<file path="config.mk">
export PLATFORM = sky130hd
export DESIGN_NAME = i2c_pair_write_engine
export DESIGN_NICKNAME = d
export VERILOG_FILES = /design/src/rtl/i2cpw_pkg.sv /design/src/rtl/i2cpw_addr_match.sv /design/src/rtl/i2cpw_phase_ctrl.sv /design/src/rtl/i2cpw_reg_bank.sv /design/src/rtl/i2c_pair_write_engine.sv
export SDC_FILE = /design/constraint.sdc
export NUM_CORES = 1
export LEC_CHECK = 0
export BUFFER_PORTS_ARGS = -buffer_cell sky130_fd_sc_hd__buf_2
export CORE_MARGIN = 8
export CORE_UTILIZATION = 40
export DETAILED_ROUTE_END_ITERATION = 10
export REMOVE_ABC_BUFFERS = 1
export SYNTH_ARGS = -nofsm -noshare
export SYNTH_HDL_FRONTEND = slang
export SYNTH_SLANG_ARGS = --single-unit
</file>
<file path="constraint.sdc">
create_clock -name clk -period 2.2 [get_ports clk]
set_clock_uncertainty 0.2 [all_clocks]
set_input_delay 0.33 -clock clk [delete_from_list [all_inputs] [get_ports clk]]
set_output_delay 0.33 -clock clk [all_outputs]
set_load 0.1 [all_outputs]
</file>
<file path="src/rtl/i2cpw_pkg.sv">
// Package for the paired-register write engine.
// Holds the transaction phase encoding and the index of each register pair.
// Assumes the register index has three bits, so there are four pairs.
package i2cpw_pkg;

    typedef enum logic [2:0] {
        PH_IDLE = 3'd0,   // no transaction, or finished after STOP
        PH_ADDR = 3'd1,   // next byte is the device address
        PH_CMD  = 3'd2,   // next byte selects the register
        PH_DATA = 3'd3,   // bytes are stored, pointer alternates within the pair
        PH_SKIP = 3'd4    // not addressed, stay silent until START
    } phase_t;

    localparam int PAIR_IN  = 0;
    localparam int PAIR_OUT = 1;
    localparam int PAIR_POL = 2;
    localparam int PAIR_CFG = 3;

endpackage

</file>
<file path="src/rtl/i2cpw_addr_match.sv">
// Device address comparator.
// Says whether a byte is this slave's write address: a fixed prefix, then the
// strap bits, then a direction bit of 0. Purely combinational. The caller
// decides when the byte really is an address byte.
module i2cpw_addr_match #(
    parameter int DATA_W      = 8,
    parameter int STRAP_W     = 3,
    parameter int ADDR_PREFIX = 4,
    localparam int PREFIX_W   = DATA_W - 1 - STRAP_W
) (
    input  logic [DATA_W-1:0]  byte_i,
    input  logic [STRAP_W-1:0] strap_i,
    output logic               hit_o
);

    logic prefix_ok;
    logic strap_ok;
    logic is_write;

    // Compare each address field with the value it must carry.
    always_comb begin
        prefix_ok = (byte_i[DATA_W-1 -: PREFIX_W] == PREFIX_W'(ADDR_PREFIX));
        strap_ok  = (byte_i[STRAP_W:1] == strap_i);
        is_write  = ~byte_i[0];
        hit_o     = prefix_ok & strap_ok & is_write;
    end

endmodule

</file>
<file path="src/rtl/i2cpw_phase_ctrl.sv">
// Transaction sequencer.
// Tracks the phase of the transaction (address, command, data), owns the
// register pointer, and issues one acknowledge decision per byte it takes part
// in. The pointer alternates between the two registers of a pair by flipping
// bit 0. Assumes START, STOP and byte strobes are one-cycle pulses.
// Priority: START over STOP over byte.
module i2cpw_phase_ctrl
    import i2cpw_pkg::*;
#(
    parameter int DATA_W = 8,
    parameter int IDX_W  = 3
) (
    input  logic              clk,
    input  logic              rst_n,
    input  logic              bus_start,
    input  logic              bus_stop,
    input  logic              rx_valid,
    input  logic [DATA_W-1:0] rx_byte,
    input  logic              addr_hit,
    output logic              ack_valid,
    output logic              ack,
    output logic              wr_en,
    output logic [IDX_W-1:0]  wr_idx,
    output logic [DATA_W-1:0] wr_data
);

    phase_t           phase;
    logic [IDX_W-1:0] ptr;
    logic             byte_evt;

    // A byte counts only when no bus condition arrives in the same cycle.
    always_comb begin
        byte_evt = rx_valid & ~bus_start & ~bus_stop;
    end

    // Advance the phase, load or flip the pointer, and register the ack decision.
    always_ff @(posedge clk) begin
        if (!rst_n) begin
            phase     <= PH_IDLE;
            ptr       <= '0;
            ack_valid <= 1'b0;
            ack       <= 1'b0;
        end else begin
            ack_valid <= 1'b0;
            ack       <= 1'b0;
            if (bus_start) begin
                phase <= PH_ADDR;
            end else if (bus_stop) begin
                phase <= PH_IDLE;
            end else if (rx_valid) begin
                case (phase)
                    PH_ADDR: begin
                        ack_valid <= 1'b1;
                        ack       <= addr_hit;
                        phase     <= addr_hit ? PH_CMD : PH_SKIP;
                    end
                    PH_CMD: begin
                        ack_valid <= 1'b1;
                        ack       <= 1'b1;
                        ptr       <= rx_byte[IDX_W-1:0];
                        phase     <= PH_DATA;
                    end
                    PH_DATA: begin
                        ack_valid <= 1'b1;
                        ack       <= 1'b1;
                        ptr       <= {ptr[IDX_W-1:1], ~ptr[0]};
                    end
                    default: begin
                        phase <= phase;
                    end
                endcase
            end
        end
    end

    // Present the data byte and its target to the register bank.
    always_comb begin
        wr_en   = byte_evt && (phase == PH_DATA);
        wr_idx  = ptr;
        wr_data = rx_byte;
    end

    // An ack decision always follows a byte strobe one cycle earlier.
    p_ack_follows_byte_r6: assert property (@(posedge clk) disable iff (!rst_n)
        ack_valid |-> $past(rx_valid));

    // A missed address gets a NACK and the engine goes silent.
    p_nack_on_miss_r2: assert property (@(posedge clk) disable iff (!rst_n)
        (phase == PH_ADDR && byte_evt && !addr_hit) |=> (ack_valid && !ack && phase == PH_SKIP));

    // While skipping, no byte gets an ack decision.
    p_skip_silent_r2: assert property (@(posedge clk) disable iff (!rst_n)
        (phase == PH_SKIP && !bus_start) |=> !ack_valid);

    // After STOP, bytes are not answered until a START.
    p_idle_silent_r9: assert property (@(posedge clk) disable iff (!rst_n)
        (phase == PH_IDLE && !bus_start) |=> !ack_valid);

    // A data byte moves the pointer to the partner register in the same pair.
    p_pair_toggle_r4: assert property (@(posedge clk) disable iff (!rst_n)
        wr_en |=> (ptr[0] != $past(ptr[0]) && ptr[IDX_W-1:1] == $past(ptr[IDX_W-1:1])));

    // START always takes the engine back to the address phase.
    p_start_to_addr_r10: assert property (@(posedge clk) disable iff (!rst_n)
        bus_start |=> (phase == PH_ADDR));

endmodule

</file>
<file path="src/rtl/i2cpw_reg_bank.sv">
// Storage for the writable register pairs.
// Generates one 8-bit register for each index of pairs 1 to 3. The input pair
// (index 0/1) has no storage, so writes to it are dropped here. The polarity
// pair resets to zeros and the other pairs to ones. Output is packed from
// index 2 upward.
module i2cpw_reg_bank
    import i2cpw_pkg::*;
#(
    parameter int REG_W = 8,
    parameter int IDX_W = 3,
    localparam int NREG   = 1 << IDX_W,
    localparam int NPAIR  = NREG / 2,
    localparam int STORED = NREG - 2
) (
    input  logic                    clk,
    input  logic                    rst_n,
    input  logic                    wr_en,
    input  logic [IDX_W-1:0]        wr_idx,
    input  logic [REG_W-1:0]        wr_data,
    output logic [STORED*REG_W-1:0] regs_o
);

    for (genvar p = PAIR_OUT; p < NPAIR; p++) begin : g_pair
        for (genvar h = 0; h < 2; h++) begin : g_half
            localparam int IDX = 2 * p + h;
            localparam logic [REG_W-1:0] RST_VAL = (p == PAIR_POL) ? '0 : '1;
            logic [REG_W-1:0] q;

            // Load this register when the write targets its index.
            always_ff @(posedge clk) begin
                if (!rst_n) begin
                    q <= RST_VAL;
                end else if (wr_en && wr_idx == IDX_W'(IDX)) begin
                    q <= wr_data;
                end
            end

            assign regs_o[(IDX-2)*REG_W +: REG_W] = q;
        end
    end

    // A write to the read-only input pair leaves every stored register as it was.
    p_input_pair_ro_r7: assert property (@(posedge clk) disable iff (!rst_n)
        (wr_en && wr_idx[IDX_W-1:1] == '0) |=> $stable(regs_o));

    // A write to a stored index lands in that register.
    p_write_lands_r5: assert property (@(posedge clk) disable iff (!rst_n)
        (wr_en && wr_idx[IDX_W-1:1] != '0) |=>
            (regs_o[($past(wr_idx) - IDX_W'(2)) * REG_W +: REG_W] == $past(wr_data)));

endmodule

</file>
<file path="src/rtl/i2c_pair_write_engine.sv">
// Top of the paired-register I2C write engine.
// Joins the address comparator, the transaction sequencer and the register
// bank, and splits the bank into the three pair outputs. Assumes bus events
// come from a front end that is already synchronous to clk.
module i2c_pair_write_engine #(
    parameter int DATA_W      = 8,
    parameter int IDX_W       = 3,
    parameter int STRAP_W     = 3,
    parameter int ADDR_PREFIX = 4,
    localparam int NREG   = 1 << IDX_W,
    localparam int STORED = NREG - 2
) (
    input  logic               clk,
    input  logic               rst_n,
    input  logic               bus_start,
    input  logic               bus_stop,
    input  logic               rx_valid,
    input  logic [DATA_W-1:0]  rx_byte,
    input  logic [STRAP_W-1:0] strap,
    output logic               ack_valid,
    output logic               ack,
    output logic [2*DATA_W-1:0] out_port,
    output logic [2*DATA_W-1:0] pol_inv,
    output logic [2*DATA_W-1:0] dir_cfg
);

    logic                     addr_hit;
    logic                     wr_en;
    logic [IDX_W-1:0]         wr_idx;
    logic [DATA_W-1:0]        wr_data;
    logic [STORED*DATA_W-1:0] regs;

    i2cpw_addr_match #(
        .DATA_W     (DATA_W),
        .STRAP_W    (STRAP_W),
        .ADDR_PREFIX(ADDR_PREFIX)
    ) u_addr (
        .byte_i (rx_byte),
        .strap_i(strap),
        .hit_o  (addr_hit)
    );

    i2cpw_phase_ctrl #(
        .DATA_W(DATA_W),
        .IDX_W (IDX_W)
    ) u_ctrl (
        .clk      (clk),
        .rst_n    (rst_n),
        .bus_start(bus_start),
        .bus_stop (bus_stop),
        .rx_valid (rx_valid),
        .rx_byte  (rx_byte),
        .addr_hit (addr_hit),
        .ack_valid(ack_valid),
        .ack      (ack),
        .wr_en    (wr_en),
        .wr_idx   (wr_idx),
        .wr_data  (wr_data)
    );

    i2cpw_reg_bank #(
        .REG_W(DATA_W),
        .IDX_W(IDX_W)
    ) u_bank (
        .clk    (clk),
        .rst_n  (rst_n),
        .wr_en  (wr_en),
        .wr_idx (wr_idx),
        .wr_data(wr_data),
        .regs_o (regs)
    );

    // Route each stored pair to its output: out (2/3), polarity (4/5), config (6/7).
    always_comb begin
        out_port = regs[0*DATA_W +: 2*DATA_W];
        pol_inv  = regs[2*DATA_W +: 2*DATA_W];
        dir_cfg  = regs[4*DATA_W +: 2*DATA_W];
    end

endmodule

</file>
==> results of run 1 <==
## critical path: cells and delay by family (launching register included)
| family | cells | cell delay [ns] |
|---|---|---|
| flops | 1 | 0.35 |
| compound gates | 1 | 0.09 |
| simple gates | 3 | 1.11 |
## sequential cells by signal (all words and copies together), names as in the netlist
name	cells
u_ctrl.phase	3
u_ctrl.wr_idx	3
u_bank.g_pair.g_half.q	48
u_ctrl.ack_valid	1
u_ctrl.ack	1
## worst paths after layout
path	from	endpoint	slack, ns	cells after the start
min reg2reg	u_bank.g_pair[2].g_half[1].q[6]	u_bank.g_pair[2].g_half[1].q[6]	0.27	2
max	u_ctrl.phase[2]	u_bank.g_pair[2].g_half[0].q[3]	0.32	4
max reg2reg	u_ctrl.phase[2]	u_bank.g_pair[2].g_half[0].q[3]	0.32	4
min	bus_start	u_ctrl.phase[0]	0.08	2
## layer usage
layer  GRT usage (%)  wire [um]
met5               0          0
met4            4.83         72
met3            5.70        508
met2            19.5       2400
met1            16.5       2610
## placed cells by master, fill, tap and decap left out
master,synthesis,layout
buf_2,1,65
dfxtp_1,56,56
nor2b_1,25,25
a21oi_1,19,19
mux2i_1,19,19
nor3b_1,16,16
nand3_1,15,15
nand2_1,13,13
o21ai_0,9,9
buf_4,1,9
o21ai_2,8,8
clkbuf_8,0,6
nor2_1,5,5
inv_1,4,4
xor2_1,3,3
nand3b_1,2,2
nor3_1,2,2
nand3_2,2,2
clkinv_2,0,2
and2_1,1,1
and3b_1,1,1
nand4_1,1,1
or3_1,1,1
nand3b_2,1,1
nand4bb_4,1,1
or4_1,1,1
nor4_1,1,1
nand4b_1,1,1
nor3_2,1,1
nor4b_2,0,1
nor4_2,1,1
or4b_4,1,1
a32o_1,1,1
a31oi_1,1,1
a311oi_1,1,1
nand2b_1,1,1
a21o_1,1,1
o21a_1,1,1
or4b_2,1,1
## power by group through the flow
stage                     Sequential [uW]  Combinational [uW]  Clock [uW]
after detailed placement             1040                94.2           0
after floorplan                      1040                41.3           0
after global routing                 1020                 104         635
after global placement               1040                95.2           0
final                                1020                93.8         585
after CTS                            1020                94.6         605
## metrics by stage
| step | setup slack (ns) | area [um^2] |
|---|---|---|
| floorplan | -0.406 | 2220 |
| global placement | 0.318 | 2710 |
| detailed placement | 0.307 | 2710 |
| CTS | 0.332 | 2800 |
| global route | 0.224 | 2800 |
| finish | 0.325 | 2800 |
## cell type report
| type | instances | share of cell area, % |
|---|---|---|
| Tap cell | 72 | 3.22 |
| Inverter | 4 | 0.536 |
| Sequential cell | 56 | 40.1 |
| Multi-Input combinational cell | 158 | 38.8 |
| Timing Repair Buffer | 74 | 14.0 |
| Clock inverter | 2 | 0.358 |
| Clock buffer | 6 | 2.95 |
## kinds of logic (layout without fill, tap and decap cells)
family	count (synthesis)	after routing	synth area share [%]
xor gates and xnor gates	3	3	1.14
AOI/OAI and AO/OA	41	41	10.9
and+or+nand+nor	95	95	26.6
DFF	56	56	48.6
buffers and inverters	20	86	4.50
muxes	19	19	8.25
==> results.toml, run 1 <==
[synth]
synth-edff-count = 0
syn_inst = 234
seq_area_frac_synth_pct = 48.6
ys_top_cells_by_count = "dfxtp_1, nor2b_1, a21oi_1, mux2i_1, nor3b_1"
syn_area_um2 = 2310
synthTopCellsByArea = "dfxtp_1, mux2i_1, nor2b_1, nor3b_1, a21oi_1"
synth-main-ff-cell = "dfxtp_1"
syn_area_per_cell_um2 = 9.85
synth_largest_area_cell = "dfxtp_1"
synth_seq_cells = 56
yosysWarningCount = 0
synth_top_area_share_pct = 48.6
synth_cell_types = 40
async_reset_ff_share_pct = 0
yosysMostFrequentCell = "dfxtp_1"

[route]
dr.first_iter.drc_count = 77
finalWirelength_um = 5600
num_vias = 1853
detail_route.first_pass.iterations = 4
drtAntennaViolNets = 0
viasPerCell = 4.98
drc = 0
avgRoutedWirePerCell_um = 15.0

[pwr]
p_int_uw = 1300
net-switching-power_uw = 392
switching_share_pct = 23.1
p_per_area_nw_per_um2 = 606
clkPwrFrac_pct = 34.5
peakVddDrop_uv = 325
seq_power_share_pct = 60.0
p_comb_share_pct = 5.5
leakage_uw = 0.00108
total_power_uw = 1700

[global_routing]
grt_max_degree = 37
grt_util_all_layers_pct = 13.2
grt_remaining_overflow = 0
grt_pass1_wl_um = 9090
grt_pass1_vias = 1830
antenna_found_initial = 0

[setup_path]
cp.arrival_ns = 1.87
critPathMaxStageDelay_ns = 0.68
required_ns = 2.19
startpoint_type = "flip-flop"
path_max_fanout = 8
slowest_stage = "or4_1"
path_cells = "nand3b_2 -> or4_1 -> nand3_1 -> o21ai_0"
crit_type = "reg -> reg"
endpoint_kind = "flip-flop"

[placed_design]
hpwl_um = 4120
port_buffers = 65
placed_cells = 364
place.gp.congestion = 0.788

[final_layout]
drive_above_1_share_pct = 33.0
regArea_um2 = 1120
final_util_pct = 50.5
final_nets = 315
fillers = 557
final_cells = 372
antenna-diode-count = 0
multi_input_area_um2 = 1090
syn_to_final_growth_pct = 21.4

[clock_tree]
cts-resized-gates = 0
cts_buffer_depth = 2
cts_root_buffer = "clkbuf_8"
post-cts-setup-buffer-count = 0
htreeDepth = 2
cts_sinks = 56
cts_buffers = 5
cts.clk_slew.worst_paths_ns = 0.09
cts_tree = "yes"
clk_latency_ns = 0.31
hold_buffers = 0

[floorplan]
start_util_pct = 41.6
fp-row-count = 27
die_x_um = 91.9
core_area_um2 = 5540
io_pins = 66
die-area_um2 = 8450
die-height_um = 91.9

[hold_path]
hold_class = "in -> reg"

[sta]
setup_viol = 0
rsz0062_at_grt = "false"
hold_viol = 0
drv_slew = 0
fin_tns_setup_ns = 0
slew_headroom_pct = 65.3
tightest_slew_ns = 0.521
post-route-min-period_ns = 1.88
finalCritPeriodShare_pct = 85.2
fmax_mhz = 533
worst_hold_slack_ns = 0.0849

[outcome]
status = "completed"

[run]
drv_cap = 0
Note: power is estimated with default switching activity, not from simulation.
==> run 2, diff against run 1 <==
--- a/config.mk
+++ b/config.mk
@@ -6,10 +6,12 @@
 export NUM_CORES = 1
 export LEC_CHECK = 0
 export BUFFER_PORTS_ARGS = -buffer_cell sky130_fd_sc_hd__buf_2
+export CORE_ASPECT_RATIO = 0.75
 export CORE_MARGIN = 8
 export CORE_UTILIZATION = 40
 export DETAILED_ROUTE_END_ITERATION = 10
 export REMOVE_ABC_BUFFERS = 1
 export SYNTH_ARGS = -nofsm -noshare
 export SYNTH_HDL_FRONTEND = slang
+export SYNTH_HIERARCHICAL = 1
 export SYNTH_SLANG_ARGS = --single-unit
==> run 2 against run 1 <==
  * Critical path type unchanged
  * Core utilization fell by 1.7 points
  * Non-clock buffer count fell by 2
  * Sequential share of layout area fell by 0.82 points
==> results.toml, run 2 <==
[pwr]
peakVddDrop_uv = 263
p_per_area_nw_per_um2 = 589
leakage_uw = 0.00135

[floorplan]
io_pins = 66
start_util_pct = 41.8
die_x_um = 106
core_area_um2 = 5860
die-height_um = 83.7
fp-row-count = 24
die-area_um2 = 8900

[setup_path]
endpoint_kind = "flip-flop"
startpoint_type = "flip-flop"
r2r_slack_ns = 0.24
r2r_end = "u_bank/g_pair[3].g_half[0].q[2]"
worstRegToRegCells = 5
required_ns = 2.25
path_max_fanout = 8
cp.arrival_ns = 2.00
crit_type = "reg -> reg"
r2r-start = "u_ctrl/phase[1]"

[clock_tree]
cts_sinks = 56
post-cts-setup-buffer-count = 0
clk_latency_ns = 0.31
hold_buffers = 0
htreeDepth = 2
cts_buffer_depth = 2
cts_tree = "yes"
cts_root_buffer = "clkbuf_8"
cts_buffers = 5
cts.clk_slew.worst_paths_ns = 0.11
cts-resized-gates = 0

[synth]
synth-edff-count = 0
synth_top_area_share_pct = 45.9
yosysMostFrequentCell = "dfxtp_1"
syn_area_per_cell_um2 = 10.4
ys_top_cells_by_count = "dfxtp_1, mux2i_1, nor2b_1"
synth_seq_cells = 56
yosysWarningCount = 6
seq_area_frac_synth_pct = 45.9
synth_cell_types = 30
synth-main-ff-cell = "dfxtp_1"
synth_largest_area_cell = "dfxtp_1"
syn_inst = 236
async_reset_ff_share_pct = 0
syn_area_um2 = 2440
synthTopCellsByArea = "dfxtp_1, mux2i_1, nor2b_1, nand2_1, buf_4"

[route]
detail_route.first_pass.iterations = 4
dr.first_iter.drc_count = 65
viasPerCell = 4.68
drtAntennaViolNets = 0
drc = 0
finalWirelength_um = 5410
avgRoutedWirePerCell_um = 14.6
num_vias = 1738

[global_routing]
grt_util_all_layers_pct = 12.4
grt_pass1_wl_um = 8980
grt_pass1_vias = 1758
grt_max_degree = 34
grt_remaining_overflow = 0
antenna_found_initial = 0

[placed_design]
pre_cts_ws_ns = 0.150
place.gp.congestion = 0.755
hpwl_um = 4000
port_buffers = 65

[sta]
post-route-min-period_ns = 1.96
worst_slack_ns = 0.244
fin_tns_setup_ns = 0
setup_viol = 0
tightest_slew_ns = 0.511
hold_viol = 0
rsz0062_at_grt = "false"
finalCritPeriodShare_pct = 88.9
fmax_mhz = 511
drv_slew = 0
slew_headroom_pct = 66.2

[final_layout]
top_register = "u_bank/g_pair.g_half.q"
fillers = 592
largest_reg_flops = 48
drive_above_1_share_pct = 30.0
syn_to_final_growth_pct = 16.9
layout_common_cells = "buf_2, dfxtp_1, mux2i_1, nor2b_1, nand2_1"
final_util_pct = 48.8
antenna-diode-count = 0
mostFrequentLayoutCell = "buf_2"
final_nets = 308

[hold_path]
min_from = "bus_start"
holdPathStages = 2
whs_endpoint = "u_ctrl/phase[0]"
hold_class = "in -> reg"

[outcome]
status = "completed"

[run]
drv_cap = 0
-- run 2: logic make-up after synthesis --
group                     count (synthesis)  share of synthesized area, %
and+or+nand+nor                          98                          24.6
DFF                                      56                          45.9
muxes                                    50                          20.5
buffers and inverters                    24                          6.45
AOI/OAI and AO/OA                         5                          1.59
xor gates and xnor gates                  3                          1.07
-- run 2: through the flow --
| stage | hold WS (ns) | cell area (um^2) | power [uW] | std cells |
|---|---|---|---|---|
| after floorplan | 0.253 | 2290 | 1080 | 213 |
| final | 0.0859 | 2860 | 1680 | 371 |
| after detailed placement | 0.244 | 2770 | 1130 | 363 |
| after global routing | 0.0898 | 2860 | 1760 | 371 |
| after global placement | 0.242 | 2770 | 1130 | 363 |
| after CTS | 0.0793 | 2860 | 1700 | 371 |
-- run 2: layout make-up --
type | count | area (um^2) | share of cell area, %
sequential | 56 | 1120 | 39.2
clock inverter | 3 | 21.3 | 0.744
inverter | 1 | 3.75 | 0.131
timing repair buffer | 72 | 378 | 13.2
clock buffer | 5 | 68.8 | 2.41
multi-input combinational | 156 | 1170 | 40.8
tap | 78 | 97.6 | 3.42
-- run 2: worst max path at each step --
| stage | slack, ns | from | depth (start not counted) | to |
|---|---|---|---|---|
| final | 0.24 | u_ctrl/phase[1] | 5 | u_bank/g_pair[3].g_half[0].q[2] |
| after detailed placement | 0.15 | rx_valid | 6 | u_bank/g_pair[3].g_half[0].q[3] |
| after floorplan | 0.23 | u_ctrl/phase[2] | 5 | u_bank/g_pair[1].g_half[0].q[0] |
| after global placement | 0.19 | rx_valid | 6 | u_bank/g_pair[3].g_half[0].q[6] |
| after CTS | 0.12 | u_ctrl/phase[1] | 5 | u_bank/g_pair[3].g_half[0].q[5] |
| after global routing | 0.08 | u_ctrl/phase[1] | 5 | u_bank/g_pair[3].g_half[0].q[2] |
-- run 2: per-layer routing --
layer	vias up	track usage, %	share of wire, %
met5	-	0	0
met4	0	3.82	0.44
met3	2	4.94	7.1
met2	40	17.4	42
met1	803	16.7	51
li1	893	-	-
-- run 2: report_power, final --
| group | total (uW) | switching, uW | leakage [uW] | internal [uW] |
|---|---|---|---|---|
| logic | 91.4 | 54.2 | 0.000858 | 37.1 |
| registers | 1020 | 2.57 | 0.000453 | 1010 |
| clock network | 575 | 348 | 0.0000445 | 227 |
-- run 2: critical path, cell delays in order, from the launching register on --
cell,delay (ns)
dfxtp_1,0.43
nand3b_2,0.12
nor3_1,0.20
and2_2,0.31
and4b_1,0.42
mux2i_1,0.22
